<file path="src/rtl/sbus_pkg.sv">
// Package: shared widths, the ALU function encoding and the increment constant
// for the single-bus datapath. Assumes all parts include it before use.
package sbus_pkg;
    localparam int DATA_W   = 16;
    localparam int NUM_REGS = 8;
    localparam int OP_W     = 3;
    localparam int INC_CONST = 4;

    typedef enum logic [OP_W-1:0] {
        OP_ADD  = 3'd0,
        OP_SUB  = 3'd1,
        OP_AND  = 3'd2,
        OP_OR   = 3'd3,
        OP_XOR  = 3'd4,
        OP_SHLB = 3'd5,
        OP_SHRB = 3'd6,
        OP_PASA = 3'd7
    } alu_op_e;
endpackage

</file>
<file path="src/rtl/sbus_stage_reg.sv">
// Module: one bus-side storage register with a load strobe.
// Assumes a synchronous active-low reset that takes priority over the load.
module sbus_stage_reg #(
    parameter int W = 16
) (
    input  logic         clk,
    input  logic         rst_n,
    input  logic         load,
    input  logic [W-1:0] d,
    output logic [W-1:0] q
);
    // Capture d when load is high; clear on reset.
    always_ff @(posedge clk) begin
        if (!rst_n)
            q <= '0;
        else if (load)
            q <= d;
    end
endmodule

</file>
<file path="src/rtl/sbus_regfile.sv">
// Module: N general registers, each loaded from the bus by its own strobe.
// Assumes several registers may load the same bus value in one cycle.
module sbus_regfile #(
    parameter int W = 16,
    parameter int N = 8
) (
    input  logic                clk,
    input  logic                rst_n,
    input  logic [N-1:0]        load_en,
    input  logic [W-1:0]        bus_in,
    output logic [N-1:0][W-1:0] q
);
    // One storage register per index.
    for (genvar g = 0; g < N; g++) begin : g_reg
        sbus_stage_reg #(.W(W)) u_reg (
            .clk   (clk),
            .rst_n (rst_n),
            .load  (load_en[g]),
            .d     (bus_in),
            .q     (q[g])
        );
    end
endmodule

</file>
<file path="src/rtl/sbus_bus_arb.sv">
// Module: resolves N bus drivers onto one bus. The lowest enabled index wins,
// an idle bus reads zero, and a flag marks more than one enabled driver.
// Assumes driver order is fixed by the caller.
module sbus_bus_arb #(
    parameter int W = 16,
    parameter int N = 10
) (
    input  logic [N-1:0]        drv_en,
    input  logic [N-1:0][W-1:0] drv_data,
    output logic [W-1:0]        bus,
    output logic                conflict
);
    localparam int CNT_W = $clog2(N + 1);

    logic [CNT_W-1:0] n_active;

    // Walk from the highest index down so that the lowest enabled index wins.
    always_comb begin
        bus = '0;
        for (int i = N - 1; i >= 0; i--) begin
            if (drv_en[i])
                bus = drv_data[i];
        end
    end

    // Count the enabled drivers for the conflict flag.
    always_comb begin
        n_active = '0;
        for (int i = 0; i < N; i++)
            n_active = n_active + CNT_W'(drv_en[i]);
    end

    assign conflict = (n_active > CNT_W'(1));
endmodule

</file>
<file path="src/rtl/sbus_alu.sv">
// Module: combinational ALU with no storage. A comes from the operand
// multiplexer and B from the bus. Results wrap modulo 2^W.
module sbus_alu
    import sbus_pkg::*;
#(
    parameter int W = 16
) (
    input  logic [OP_W-1:0] op,
    input  logic [W-1:0]    a,
    input  logic [W-1:0]    b,
    output logic [W-1:0]    y
);
    // Select the function named by the operation code.
    always_comb begin
        unique case (alu_op_e'(op))
            OP_ADD:  y = a + b;
            OP_SUB:  y = a - b;
            OP_AND:  y = a & b;
            OP_OR:   y = a | b;
            OP_XOR:  y = a ^ b;
            OP_SHLB: y = {b[W-2:0], 1'b0};
            OP_SHRB: y = {1'b0, b[W-1:1]};
            default: y = a;
        endcase
    end
endmodule

</file>
<file path="src/rtl/sbus_datapath.sv">
// Module: single-bus datapath top. It holds the general registers, the Y
// staging register, the A-operand multiplexer (Y or constant 4), the ALU and
// the Z result register. Driver order for bus priority: R0..R7, Z, immediate.
// Assumes a sequencer outside the block drives every strobe each cycle.
module sbus_datapath
    import sbus_pkg::*;
#(
    parameter int W     = DATA_W,
    parameter int NREG  = NUM_REGS,
    parameter int KCONST = INC_CONST
) (
    input  logic                     clk,
    input  logic                     rst_n,
    input  logic [NREG-1:0]          reg_out_en,
    input  logic [NREG-1:0]          reg_load_en,
    input  logic                     y_load,
    input  logic                     z_load,
    input  logic                     z_drive,
    input  logic                     a_sel_const,
    input  logic [OP_W-1:0]          alu_op,
    input  logic                     imm_drive,
    input  logic [W-1:0]             imm_data,
    input  logic [$clog2(NREG)-1:0]  obs_sel,
    output logic [W-1:0]             obs_data,
    output logic [W-1:0]             y_val,
    output logic [W-1:0]             z_val,
    output logic [W-1:0]             bus_val,
    output logic                     bus_conflict
);
    localparam int NDRV  = NREG + 2;
    localparam int Z_IDX = NREG;
    localparam int I_IDX = NREG + 1;

    logic [NREG-1:0][W-1:0] rf_q;
    logic [NDRV-1:0]        drv_en;
    logic [NDRV-1:0][W-1:0] drv_data;
    logic [W-1:0]           a_opnd;
    logic [W-1:0]           alu_res;

    // General register file.
    sbus_regfile #(.W(W), .N(NREG)) u_rf (
        .clk     (clk),
        .rst_n   (rst_n),
        .load_en (reg_load_en),
        .bus_in  (bus_val),
        .q       (rf_q)
    );

    // Y stages operand A from the bus.
    sbus_stage_reg #(.W(W)) u_y (
        .clk   (clk),
        .rst_n (rst_n),
        .load  (y_load),
        .d     (bus_val),
        .q     (y_val)
    );

    // Z holds the ALU result until it drives the bus.
    sbus_stage_reg #(.W(W)) u_z (
        .clk   (clk),
        .rst_n (rst_n),
        .load  (z_load),
        .d     (alu_res),
        .q     (z_val)
    );

    // Gather the general-register drivers in index order.
    for (genvar g = 0; g < NREG; g++) begin : g_drv
        assign drv_en[g]   = reg_out_en[g];
        assign drv_data[g] = rf_q[g];
    end
    assign drv_en[Z_IDX]   = z_drive;
    assign drv_data[Z_IDX] = z_val;
    assign drv_en[I_IDX]   = imm_drive;
    assign drv_data[I_IDX] = imm_data;

    // Resolve the shared bus.
    sbus_bus_arb #(.W(W), .N(NDRV)) u_arb (
        .drv_en   (drv_en),
        .drv_data (drv_data),
        .bus      (bus_val),
        .conflict (bus_conflict)
    );

    // Operand A multiplexer: constant increment or Y.
    assign a_opnd = a_sel_const ? W'(KCONST) : y_val;

    // Combinational ALU, B taken straight from the bus.
    sbus_alu #(.W(W)) u_alu (
        .op (alu_op),
        .a  (a_opnd),
        .b  (bus_val),
        .y  (alu_res)
    );

    assign obs_data = rf_q[obs_sel];
endmodule

</file>
<file path="config.mk">
export PLATFORM = sky130hd
export DESIGN_NAME = sbus_datapath
export DESIGN_NICKNAME = d
export VERILOG_FILES = /design/src/rtl/sbus_pkg.sv /design/src/rtl/sbus_stage_reg.sv /design/src/rtl/sbus_regfile.sv /design/src/rtl/sbus_bus_arb.sv /design/src/rtl/sbus_alu.sv /design/src/rtl/sbus_datapath.sv
export SDC_FILE = /design/constraint.sdc
export NUM_CORES = 1
export LEC_CHECK = 0
export CAP_MARGIN = 5
export CELL_PAD_IN_SITES_DETAIL_PLACEMENT = 0
export CELL_PAD_IN_SITES_GLOBAL_PLACEMENT = 1
export CORE_MARGIN = 5
export CORE_UTILIZATION = 45
export CTS_CLUSTER_DIAMETER = 60
export DETAILED_ROUTE_END_ITERATION = 8
export PLACE_DENSITY_LB_ADDON = 0.1
export SLEW_MARGIN = 20
export SYNTH_ARGS = -nofsm -noshare
export SYNTH_HDL_FRONTEND = slang
export SYNTH_SLANG_ARGS = --single-unit
</file>
<file path="constraint.sdc">
create_clock -name clk -period 7.65 [get_ports clk]
set_input_delay 1.53 -clock clk [delete_from_list [all_inputs] [get_ports clk]]
set_output_delay 1.53 -clock clk [all_outputs]
set_load 0.02 [all_outputs]
</file>
-- After elaboration in Yosys (flattened, before gate mapping)
Cells that the tools add are included.
- add/sub/neg operators: 11
- multiply operators: 0
- div/mod/pow operators: 0
- magnitude comparators: 2
- eq/ne operators: 6
- shift operators: 0
- mux-type cells: 14
- bitwise gates (word level): 3
- reduce and logical (&&, ||, !) cells: 1
- operator list (cell ; number):
    $mux 16 ; 12
    $pmux 16 s7 ; 1
    $bmux 16 s3 ; 1
    $add 4x1->4 ; 8
    $add 16x16->16 ; 1
    $and 16x16->16 ; 1
    $or 16x16->16 ; 1
    $sub 16x16->16 ; 1
    $xor 16x16->16 ; 1
    $eq 3x3->1 const B ; 3
    $eq 3x2->1 const B ; 2
    $gt 4x1->1 const B ; 1
    $lt 3x4->1 const B ; 1
    $eq 3x1->1 const B ; 1
    $logic_not 3->1 ; 1
    $add 1x1->2 ; 1
- bits in registers: 160
- bits in latches: 0
- RAM bits: 0
- memory bits (read-only): 0
- input bits: 45
- output and inout bits: 65
- word-level logic and storage cells: 47
- memories: 0

-- Depth between registers and ports, before layout
- depth after elaboration: 12
- gate-level depth with buffers: 23
- gate-level depth less buffers: 20

-- Cells and area by module
A second synthesis with hierarchy kept.
- cell total of the unflattened synthesis: 1201
- area total of the unflattened synthesis: 11568.6 um2
- by module, submodules not included (module ; times used ; cells an instance ; area an instance (um2) ; sequential area each (um2)):
    sbus_stage_reg ; 10 ; 51 ; 615.6 ; 320.3
    sbus_alu ; 1 ; 339 ; 2412.3 ; 0.0
    sbus_bus_arb ; 1 ; 278 ; 1825.5 ; 0.0
    sbus_datapath ; 1 ; 74 ; 1174.9 ; 0.0

-- Least setup slack after synthesis
OpenSTA, ideal clock, no wires.
- path type: input -> output
- start: in reg_out_en[4]
- end: out bus_conflict
- data arrival time: 4669 ps
- required time: 6120 ps
- path slack: 1451 ps
- cell stages on the path: 11
- path buffers: 2
- cells stage by stage: buf_2 inv_1 buf_2 fa_1 fa_1 fa_1 fa_1 fa_1 nor3_1 mux2_2 nand3b_1
- longest elaborated chain between the ends: 7
- ends and longest elaborated chain (element ; line ; source):
    from (decl) ; sbus_datapath.sv:14 ; input logic [NREG-1:0] reg_out_en,
    $add 4x1->4 (6 in series) ; sbus_bus_arb.sv:30 ; n_active = n_active + CNT_W'(drv_en[i]);
    $gt 4x1->1 ; sbus_bus_arb.sv:33 ; assign conflict = (n_active > CNT_W'(1));
    to (decl) ; sbus_datapath.sv:28 ; output logic bus_conflict
No other way between the ends.

-- Worst setup path in the final report
- start: in reg_out_en[1]
- end: out bus_conflict
- longest elaborated chain between the ends: 10
- ends and longest elaborated chain (element ; line):
    $add 1x1->2 ; sbus_bus_arb.sv:30
    $add 4x1->4 (8 in series) ; sbus_bus_arb.sv:30
    $gt 4x1->1 ; sbus_bus_arb.sv:33
No other way between the ends.

==> summary.md <==
| Metric | Value |
|---|---|
| Internal power | `1.67 mW` |
| Critical Path, Cell by Cell | `clkdlybuf4s50_1 > ha_1 > inv_1 > fa_1 > fa_1 > fa_1 > fa_1 > fa_1 > mux2_2 > nand3b_1 > clkdlybuf4s50_1` |
| Status | `finished clean` |
| CP top delay family | `adder cells` |
| Post-synth cell types | `75` |
| Clk Latency, worst-skew pair | `0.43 ns` |
| Die width | `166 um` |
| Post-route clock period utilization | `91.8%` |
| Flop pwr share | `37.2%` |
| Min Tclk post-route | `7.02 ns` |
| Seq. cell area | `3200 um^2` |
| PwrDens | `193 nW/um^2` |
| Compound-Gate Fraction of Synth Area | `24.7%` |
| Most used DFF post-synth | `dfxtp_1` |
| Slew Limit Headroom | `22.0%` |
| Final worst slack | `0.631 ns` |
| P&R area growth vs syn | `17.7%` |
| TritonCTS buffer count | `17` |
| Crit path capture | `bus_conflict` |
| Reg clk slew, reported paths | `0.06 ns` |
| Die Y | `166 um` |
| Antenna diodes | `0` |
| Mapped Nets | `1349` |
| Post-synth EDFFs | `0` |
| Share of layout cells above drive strength 1 | `11.5%` |
| Tightest Pin Transition | `1.17 ns` |
| Slew Viols, Final | `0` |
| GPL Wtd Cong | `0.890` |
| Area leader, netlist | `dfxtp_1` |
| Commonest cells post-synth | `dfxtp_1 (160), nand2_1 (145), clkbuf_1 (93)` |
| Post-Synthesis Cell Area | `11000 um^2` |
| # Post-CTS Setup Buffers | `0` |
| Htree depth | `4` |
| Worst Skew | `0.0140 ns` |
| CP arrival | `5.49 ns` |
| Top-area cell type share of the netlist area | `29.2%` |
| First-pass GRT wire length | `58.8 mm` |
| Root Buffer Master | `clkbuf_16` |
| ANT nets after route | `0` |
| DR iter-0 viols | `830` |
| Pre-antenna DRT Iters | `5` |
| Cell mode on critical path | `fa_1` |
| GR Overflow Total | `0` |
| Flop-to-flop setup slack | `2.95 ns` |
| Synth Warn # | `0` |
| Vias in the first global route | `9471` |
| Endpoints failing setup | `0` |
| Via total after detailed routing | `9879` |
| Drt total wl | `38.7 mm` |
| Final Hold Fails | `0` |
| Master of the slowest instance on the critical path | `clkdlybuf4s50_1` |
| Critical path class | `input port to primary output` |
| Mux cell area share after synthesis | `14.3%` |
| RSZ-0062 raised after global routing | `no` |
| Worst reg2reg endpoint | `u_z.q[13]` |
| Core area | `24200 um^2` |
| Max Fclk | `0.142 GHz` |
| Cell count after synthesis | `1244` |
| Adder-cell share of the synthesized area | `7.32%` |
| Setup TNS | `0 ns` |
| Area contributors post-synth | `dfxtp_1 (29%), o211a_1 (7.5%), mux4_2 (6.6%)` |
| Asr flop ratio synth | `0%` |
| Buffer and inverter count on the worst path | `3` |
| Leakage power | `5.95 nW` |
| Largest net degree at the start of global routing | `99` |
| CTS tree | `done` |
| Critical Path Fanout Max | `2` |
| DP HPWL | `26.2 mm` |
| Switch Pwr | `828 uW` |
| Die Area | `27600 um^2` |
| Total of max-cap violations | `0` |
| Gate power share | `27.7%` |
| Port buffer count | `109` |
| Clk pwr share | `35.0%` |
| Site row count | `57` |
| Area of the multi-input gates | `7060 um^2` |
| Final hold slack | `0.506 ns` |
| Total track usage | `27.2%` |
| Dpl ws | `0.633 ns` |
| Synth Area in Simple Gates | `16.2%` |
| Setup crit end kind | `primary output` |
| CP required | `6.12 ns` |
| Mean Syn Cell Area | `8.82 um^2` |
| Sw frac | `33.2%` |
| Worst reg2reg path startpoint | `u_z.q[3]` |
| Initial core utilization | `45.4%` |
| Post-synthesis xor/xnor area fraction | `1.76%` |
| R2R depth | `18` |
| Via density | `6.03` |
| CTS max path bufs | `2` |
| Worst Setup Start Kind | `input port` |
| Placed insts | `1606` |
| Yosys reg bits | `160` |
| IO Pins | `110` |
| Stages on worst setup path | `11` |
| Largest family of logic cells by synthesized area | `compound AO/OA/AOI/OAI gates` |
| Filler instances | `2303` |
| Fin cells | `1637` |
| Remaining DRCs | `0` |
| CP Launch Point | `reg_out_en[1]` |
| CTS resizes | `0` |
| CTS Sinks | `160` |
| VDD IR max | `0.132 mV` |
| Largest stage delay on the critical path | `0.61 ns` |
| Post-synthesis sequential area ratio | `29.2%` |
| Initial antenna violation count | `0` |
| Worst hold path class | `flop to flop` |
| Hold-fix buffers, CTS | `0` |
| # nets final | `1406` |
| Routed wire length per instance | `23.7 um` |
| Most frequent cell after synthesis | `dfxtp_1` |
per-layer routing:
layer | up-vias | routed length [um] | global-route usage (%)
met1 | 4791 | 17600 | 37.6
met5 | - | 0 | 0
met2 | 374 | 17600 | 43.2
li1 | 4650 | - | -
met3 | 64 | 2230 | 4.40
met4 | 0 | 1290 | 9.54
cells in the final DEF (no fill, tap or decap), types with 5 or more instances in the layout:
master	netlist	final
a21oi_1	73	73
nand2b_1	21	21
a221oi_1	19	19
nor2_1	43	43
nand2_1	145	145
o211ai_1	6	6
mux4_2	32	32
o211a_1	82	82
o22ai_1	12	12
a222oi_1	9	9
inv_1	54	54
nor2b_1	82	82
a221oi_2	6	6
nor3_1	17	17
o21ai_0	45	44
a22oi_1	5	5
nand3_1	11	11
a211oi_1	6	6
buf_4	0	49
and2_1	11	11
o31ai_1	12	10
a21boi_0	6	6
o21a_1	9	9
dfxtp_1	160	160
mux2_2	17	17
a21o_1	5	5
xnor2_1	19	19
clkbuf_16	0	17
ha_1	53	53
a31oi_1	15	15
clkdlybuf4s50_1	0	106
o221ai_1	8	8
mux2i_1	66	66
fa_1	7	7
kinds of logic after synthesis:
group,Yosys count
mux,115
buf+inv,177
flops,160
simple gates,358
xor+xnor,22
fa+ha+maj,60
compound gates,352
through the flow:
stage / utilization (%) / total power, mW / area, um^2
after global placement: 51.0 / 1.62 / 12300
after floorplan: - / 1.39 / 11000
after global routing: 53.4 / 2.61 / 12900
final: 53.4 / 2.49 / 12900
after CTS: 53.4 / 2.50 / 12900
after detailed placement: 51.0 / 1.63 / 12300
registers in the layout, summed over array words and instances (netlist names):
signal and count:
u_rf.g.u_reg.q 128, u_z.q 16, u_y.q 16
worst min-delay path by stage:
stage / from / end / cells past startpoint
after floorplan: u_rf.g_reg[0].u_reg.q[10] / u_rf.g_reg[0].u_reg.q[10] / 1
after global placement: u_rf.g_reg[4].u_reg.q[4] / u_rf.g_reg[4].u_reg.q[4] / 1
after detailed placement: u_rf.g_reg[3].u_reg.q[0] / u_rf.g_reg[3].u_reg.q[0] / 1
after CTS: u_rf.g_reg[3].u_reg.q[0] / u_rf.g_reg[3].u_reg.q[0] / 1
after global routing: u_rf.g_reg[3].u_reg.q[0] / u_rf.g_reg[3].u_reg.q[0] / 1
final: u_rf.g_reg[3].u_reg.q[0] / u_rf.g_reg[3].u_reg.q[0] / 1
area by class of cell:
class	count	area share, %
inverter	58	1.69
clock buffer	17	3.29
tap	324	3.14
sequential	160	24.8
timing repair buffer	157	11.1
multi-input combinational	907	54.7
clock inverter	14	1.22
power groups by stage:
stage	combinational, mW	sequential (mW)	clock [mW]
after floorplan	0.448	0.940	0
after global placement	0.677	0.947	0
after detailed placement	0.684	0.948	0
after CTS	0.687	0.929	0.886
after global routing	0.753	0.934	0.923
final	0.691	0.929	0.874
Power figures use the tool's default switching activity.
